`src/rtl/bag_pkg.sv`:
```
package bag_pkg;
   typedef enum logic {
      ORD_LINEAR     = 1'b0,
      ORD_INTERLEAVE = 1'b1
   } order_e;

   typedef enum logic [1:0] {
      SUP_BOTH       = 2'd0,
      SUP_LINEAR     = 2'd1,
      SUP_INTERLEAVE = 2'd2
   } support_e;
endpackage

```
`src/rtl/bag_load_ctrl.sv`:
```
module bag_load_ctrl (
   input  logic cpu_stb,
   input  logic ctl_stb,
   input  logic chip_en,
   input  logic adv,
   output logic load,
   output logic step
);
   logic cpu_ok;

   always_comb begin
      cpu_ok = cpu_stb & chip_en;
      load   = ctl_stb | cpu_ok;
      step   = adv & ~load;
   end
endmodule

```
`src/rtl/bag_base_reg.sv`:
```
module bag_base_reg #(
   parameter int ADDR_W = 20
) (
   input  logic              clk,
   input  logic              rst_n,
   input  logic              load,
   input  logic              chip_en,
   input  logic [ADDR_W-1:0] addr_in,
   output logic [ADDR_W-1:0] base,
   output logic              sel
);
   always_ff @(posedge clk) begin
      if (!rst_n) begin
         base <= '0;
         sel  <= 1'b0;
      end else if (load) begin
         base <= addr_in;
         sel  <= chip_en;
      end
   end
endmodule

```
`src/rtl/bag_beat_ctr.sv`:
```
module bag_beat_ctr #(
   parameter int BURST_W = 2
) (
   input  logic               clk,
   input  logic               rst_n,
   input  logic               load,
   input  logic               step,
   output logic [BURST_W-1:0] cnt
);
   localparam logic [BURST_W-1:0] ONE = BURST_W'(1);

   always_ff @(posedge clk) begin
      if (!rst_n) begin
         cnt <= '0;
      end else if (load) begin
         cnt <= '0;
      end else if (step) begin
         cnt <= cnt + ONE;
      end
   end
endmodule

```
`src/rtl/bag_order_map.sv`:
```
module bag_order_map
   import bag_pkg::*;
#(
   parameter int       BURST_W = 2,
   parameter support_e SUPPORT = SUP_BOTH
) (
   input  logic [BURST_W-1:0] base_lo,
   input  logic [BURST_W-1:0] cnt,
   input  logic               order_sel,
   output logic [BURST_W-1:0] lo
);
   logic [BURST_W-1:0] lin_lo;
   logic [BURST_W-1:0] ilv_lo;

   always_comb lin_lo = base_lo + cnt;

   for (genvar b = 0; b < BURST_W; b++) begin : g_ilv
      assign ilv_lo[b] = base_lo[b] ^ cnt[b];
   end

   if (SUPPORT == SUP_LINEAR) begin : g_lin_only
      assign lo = lin_lo;
   end else if (SUPPORT == SUP_INTERLEAVE) begin : g_ilv_only
      assign lo = ilv_lo;
   end else begin : g_both
      always_comb begin
         if (order_e'(order_sel) == ORD_INTERLEAVE) lo = ilv_lo;
         else                                       lo = lin_lo;
      end
   end
endmodule

```
`src/rtl/burst_addr_gen.sv`:
```
module burst_addr_gen
   import bag_pkg::*;
#(
   parameter int       ADDR_W  = 20,
   parameter int       BURST_W = 2,
   parameter support_e SUPPORT = SUP_BOTH
) (
   input  logic               clk,
   input  logic               rst_n,
   input  logic               cpu_stb,
   input  logic               ctl_stb,
   input  logic               chip_en,
   input  logic               adv,
   input  logic               order_sel,
   input  logic [ADDR_W-1:0]  addr_in,
   output logic [ADDR_W-1:0]  addr_out,
   output logic [BURST_W-1:0] beat_idx,
   output logic               sel_q
);
   localparam int HI_W = ADDR_W - BURST_W;

   if (BURST_W < 1) begin : g_bad_burst
      $error("BURST_W must be at least 1");
   end
   if (HI_W < 1) begin : g_bad_addr
      $error("ADDR_W must exceed BURST_W");
   end

   logic               load;
   logic               step;
   logic [ADDR_W-1:0]  base;
   logic [BURST_W-1:0] cnt;
   logic [BURST_W-1:0] lo;

   bag_load_ctrl u_ctrl (
      .cpu_stb (cpu_stb),
      .ctl_stb (ctl_stb),
      .chip_en (chip_en),
      .adv     (adv),
      .load    (load),
      .step    (step)
   );

   bag_base_reg #(.ADDR_W(ADDR_W)) u_base (
      .clk     (clk),
      .rst_n   (rst_n),
      .load    (load),
      .chip_en (chip_en),
      .addr_in (addr_in),
      .base    (base),
      .sel     (sel_q)
   );

   bag_beat_ctr #(.BURST_W(BURST_W)) u_ctr (
      .clk   (clk),
      .rst_n (rst_n),
      .load  (load),
      .step  (step),
      .cnt   (cnt)
   );

   bag_order_map #(.BURST_W(BURST_W), .SUPPORT(SUPPORT)) u_map (
      .base_lo   (base[BURST_W-1:0]),
      .cnt       (cnt),
      .order_sel (order_sel),
      .lo        (lo)
   );

   always_comb begin
      addr_out = {base[ADDR_W-1:BURST_W], lo};
      beat_idx = cnt;
   end
endmodule

```
`config.mk`:
```
export PLATFORM = sky130hd
export DESIGN_NAME = burst_addr_gen
export DESIGN_NICKNAME = d
export VERILOG_FILES = /design/src/rtl/bag_pkg.sv /design/src/rtl/bag_load_ctrl.sv /design/src/rtl/bag_base_reg.sv /design/src/rtl/bag_beat_ctr.sv /design/src/rtl/bag_order_map.sv /design/src/rtl/burst_addr_gen.sv
export SDC_FILE = /design/constraint.sdc
export NUM_CORES = 1
export LEC_CHECK = 0
export BUFFER_PORTS_ARGS = -buffer_cell sky130_fd_sc_hd__buf_2
export CORE_MARGIN = 5
export CORE_UTILIZATION = 41
export DETAILED_ROUTE_END_ITERATION = 16
export PLACE_DENSITY = 0.85
export SLEW_MARGIN = 25
export SYNTH_ARGS = -nofsm -noshare
export SYNTH_HDL_FRONTEND = slang
export SYNTH_SLANG_ARGS = --single-unit
```
`constraint.sdc`:
```
create_clock -name clk -period 0.8 [get_ports clk]
set_input_delay 0.08 -clock clk [delete_from_list [all_inputs] [get_ports clk]]
set_output_delay 0.08 -clock clk [all_outputs]
set_load 0.01 [all_outputs]
```
==> summary.txt <==
STA
  • Tmin final: 1260 ps
  • Final period util: 158%
  • Hold Fails Final Rpt: 0
  • Final TNS setup: -2250 ps
  • Slew HR: 89.0%
  • Pins over their slew limit: 0
  • Worst hold slack: 4.91 ps
  • Setup-failing EPs final: 25
  • Fmax: 792 MHz
  • Setup WS post-layout: -463 ps
  • Worst Tran Pin Value: 160 ps
  • Clk_skew: 0.0695 ps
  • RSZ-0062 raised after global routing: true

Yosys
  • Synth area leader: dfxtp_1
  • YS warnings: 0
  • Post-synth cell types: 20
  • Post-synthesis sequential area ratio: 41.1%
  • Mapped Area: 1120 um^2
  • Seq cells post-synth: 23
  • Synth Instances: 123
  • Area contributors post-synth: dfxtp_1 (41%), mux2i_1 (18%), nand2_1 (13%), buf_4 (12%), buf_8 (2.7%)
  • Average size of a mapped cell: 9.11 um^2
  • Syn_nets: 151
  • Share of the synthesized area in the top cell type: 41.1%

Clock network
  • CTS tree: done
  • Clock buffer depth: 2
  • Clock root buffer: clkbuf_4
  • Reg clk slew, reported paths: 120 ps
  • Num CTS Buffers: 3
  • CTS Sinks: 23
  • Worst-Skew Late Latency: 290 ps
  • H-tree Lvls: 1

Min path
  • Hold path depth: 3
  • Worst Hold End: u_base.base[3]$_SDFFE_PN0P_
  • HP Start: addr_in[3]
  • Hold Path Class: in2reg

Setup path
  • Levels on crit path: 4
  • Critical path type: reg2out
  • Buf+Inv Stages, Crit Path: 1
  • Worst EP required: 720 ps
  • Max incr delay on CP: 370 ps
  • RR Startpoint: u_ctr.cnt[0]$_SDFFE_PP0P_
  • CP delay by family, top: flip-flops
  • Crit Path Max Fanout: 2
  • Slowest-stage cell, CP: dfxtp_4
  • Data arrival, critical path: 1180 ps
  • FF-to-FF End: u_ctr.cnt[1]$_SDFFE_PP0P_
  • Register-to-Register Path Depth: 4
  • FF-to-FF setup slack: -230 ps
  • Crit end category: output pin
  • Critical path startpoint category: register
  • Chain of cells forming the critical path: ha_4 > nor2b_4 > xnor2_2 > buf_2

Cells and area
  • Non-filler cells, final: 204
  • Final instance area: 1680 um^2
  • Fin nets: 202
  • Multi-input gate area: 507 um^2
  • Area growth from synthesis to layout: 50.2%
  • Sequential Area: 493 um^2
  • Util after Layout: 62.7%
  • Fill cell count: 246
  • Layout cell share with drive strength beyond 1: 54.9%
  • ANT cells: 0

Status
  • Violated checks: negative setup slack
  • Outcome: complete, but fails checks

Global route
  • Initial antenna violation count: 0
  • First-pass GRT wire length: 4090 um
  • Vias in the first global route: 921
  • GRT Total Usage: 13.0%
  • Total gr overflow: 0
  • Largest net degree at the start of global routing: 21

Die
  • Core Region: 2690 um^2
  • Row cnt: 19
  • Die Span Y: 62.3 um
  • I/O pin count: 50
  • Die ar.: 3880 um^2
  • Initial Util: 41.7%
  • Die width: 62.3 um

Drt
  • Max layer used: met4
  • Met1 WL: 941 um
  • WL met3: 91 um
  • Drt pass-1 iters: 4
  • DRC Markers: 0
  • Vias: 936
  • Drt wl/cell: 12.9 um
  • Metal2 WL: 1500 um
  • Vias per cell: 4.59
  • Iter 0 DRT Violations: 12
  • Antenna viol nets, final: 0
  • Total wire length: 2640 um

Place
  • Area of placed instances: 1340 um^2
  • GP Congestion: 0.703
  • Post-placement cell count: 185
  • Dpl hpwl: 1710 um
  • IO buf count: 49
  • Pre-CTS setup slack: -169 ps

Power
  • Power Density: 1440 nW/um^2
  • Lkg Pwr: 0.785 nW
  • Overall power: 2.42 mW
  • Maximum vdd drop: 1.06 mV

Flow run
  • Max cap viols: 0
-- layout by cell type, fill, tap and decap left out --
master         synthesis  routed
nand2_1               40      40
dlygate4sd3_1          0       9
xnor2_2                0       2
a21oi_4                1       1
nand3b_1               1       1
nor3_1                 1       1
dfxtp_2                0      20
dfxtp_4                0       2
o21ai_0                1       1
buf_6                  0      24
a21oi_1                1       1
a21o_2                 1       1
a21bo_2                1       1
nor2b_4                0       1
mux2i_1               20      20
a211oi_2               0       1
buf_4                 18       8
clkbuf_1               0       1
ha_4                   0       1
buf_12                 0       3
nand2b_1               1       1
xnor2_1                3       1
dfxtp_1               23       1
clkbuf_4               0       3
buf_2                  4      27
inv_1                  1       1
-- layer usage --
layer  up-vias  global-route usage (%)
met1       426                    13.3
met3        10                    1.62
li1        474                       -
met2        26                    24.4
met4         0                    7.96
met5         -                       0
-- worst min-delay path, cell delays in order --
cell	delay (ps)
buf_2	100
nand2_1	50
mux2i_1	50
-- area by class of cell --
| type | count | area share (%) |
|---|---|---|
| timing repair buffer | 71 | 36.6 |
| tap | 31 | 2.30 |
| multi-input combinational | 74 | 30.1 |
| sequential | 23 | 29.3 |
| clock buffer | 4 | 1.56 |
| inverter | 1 | 0.223 |
-- timing repair --
item                                   4_1_cts  5_1_grt
endpoints found under the hold margin        7        2
pin swaps                                    1        0
setup endpoints to repair                   25       25
cloned                                       0        0
buffers inserted                             3        4
resized for setup                           44        3
hold buffers                                 7        2
-- sequential cells by signal, indices dropped and copies added, names as in the netlist --
register,cells
u_ctr.cnt,2
u_base.base,20
u_base.sel,1
-- synthesized netlist by cell type --
cell type,n
nor2b_1,1
buf_4,18
buf_2,4
nor3_1,1
clkbuf_2,1
buf_8,2
nand2_1,40
nand2b_1,1
ha_1,1
o21ai_0,1
inv_1,1
a21oi_1,1
dfxtp_1,23
xnor2_1,3
a21oi_4,1
nand3b_1,1
a21o_2,1
a211oi_1,1
mux2i_1,20
a21bo_2,1
-- how the worst max path moves through the flow --
stage                                      from     endpoint  slack (ps)
finish                u_ctr.cnt[0]$_SDFFE_PP0P_  addr_out[1]        -460
global placement    u_base.base[0]$_SDFFE_PN0P_  addr_out[1]        -160
floorplan             u_ctr.cnt[0]$_SDFFE_PP0P_  addr_out[1]         -80
CTS                   u_ctr.cnt[0]$_SDFFE_PP0P_  addr_out[1]        -480
global route        u_base.base[0]$_SDFFE_PN0P_  addr_out[1]        -520
detailed placement  u_base.base[0]$_SDFFE_PN0P_  addr_out[1]        -170
-- cell families after synthesis --
family,after synthesis,share of synthesized area (%)
AO/OA/AOI/OAI,6,4.69
XOR/XNOR,3,2.34
adder cells (fa/ha/maj),1,1.12
buffers and inverters,26,17.3
flip-flops,23,41.1
multiplexers,20,17.9
AND/OR/NAND/NOR,44,15.6
-- power breakdown --
group          internal [mW]  total, mW  switching (mW)
combinational          0.369      0.608           0.239
clock                  0.194      0.522           0.328
sequential              1.23       1.29          0.0580
No activity file was read; power rests on OpenSTA's default activity.
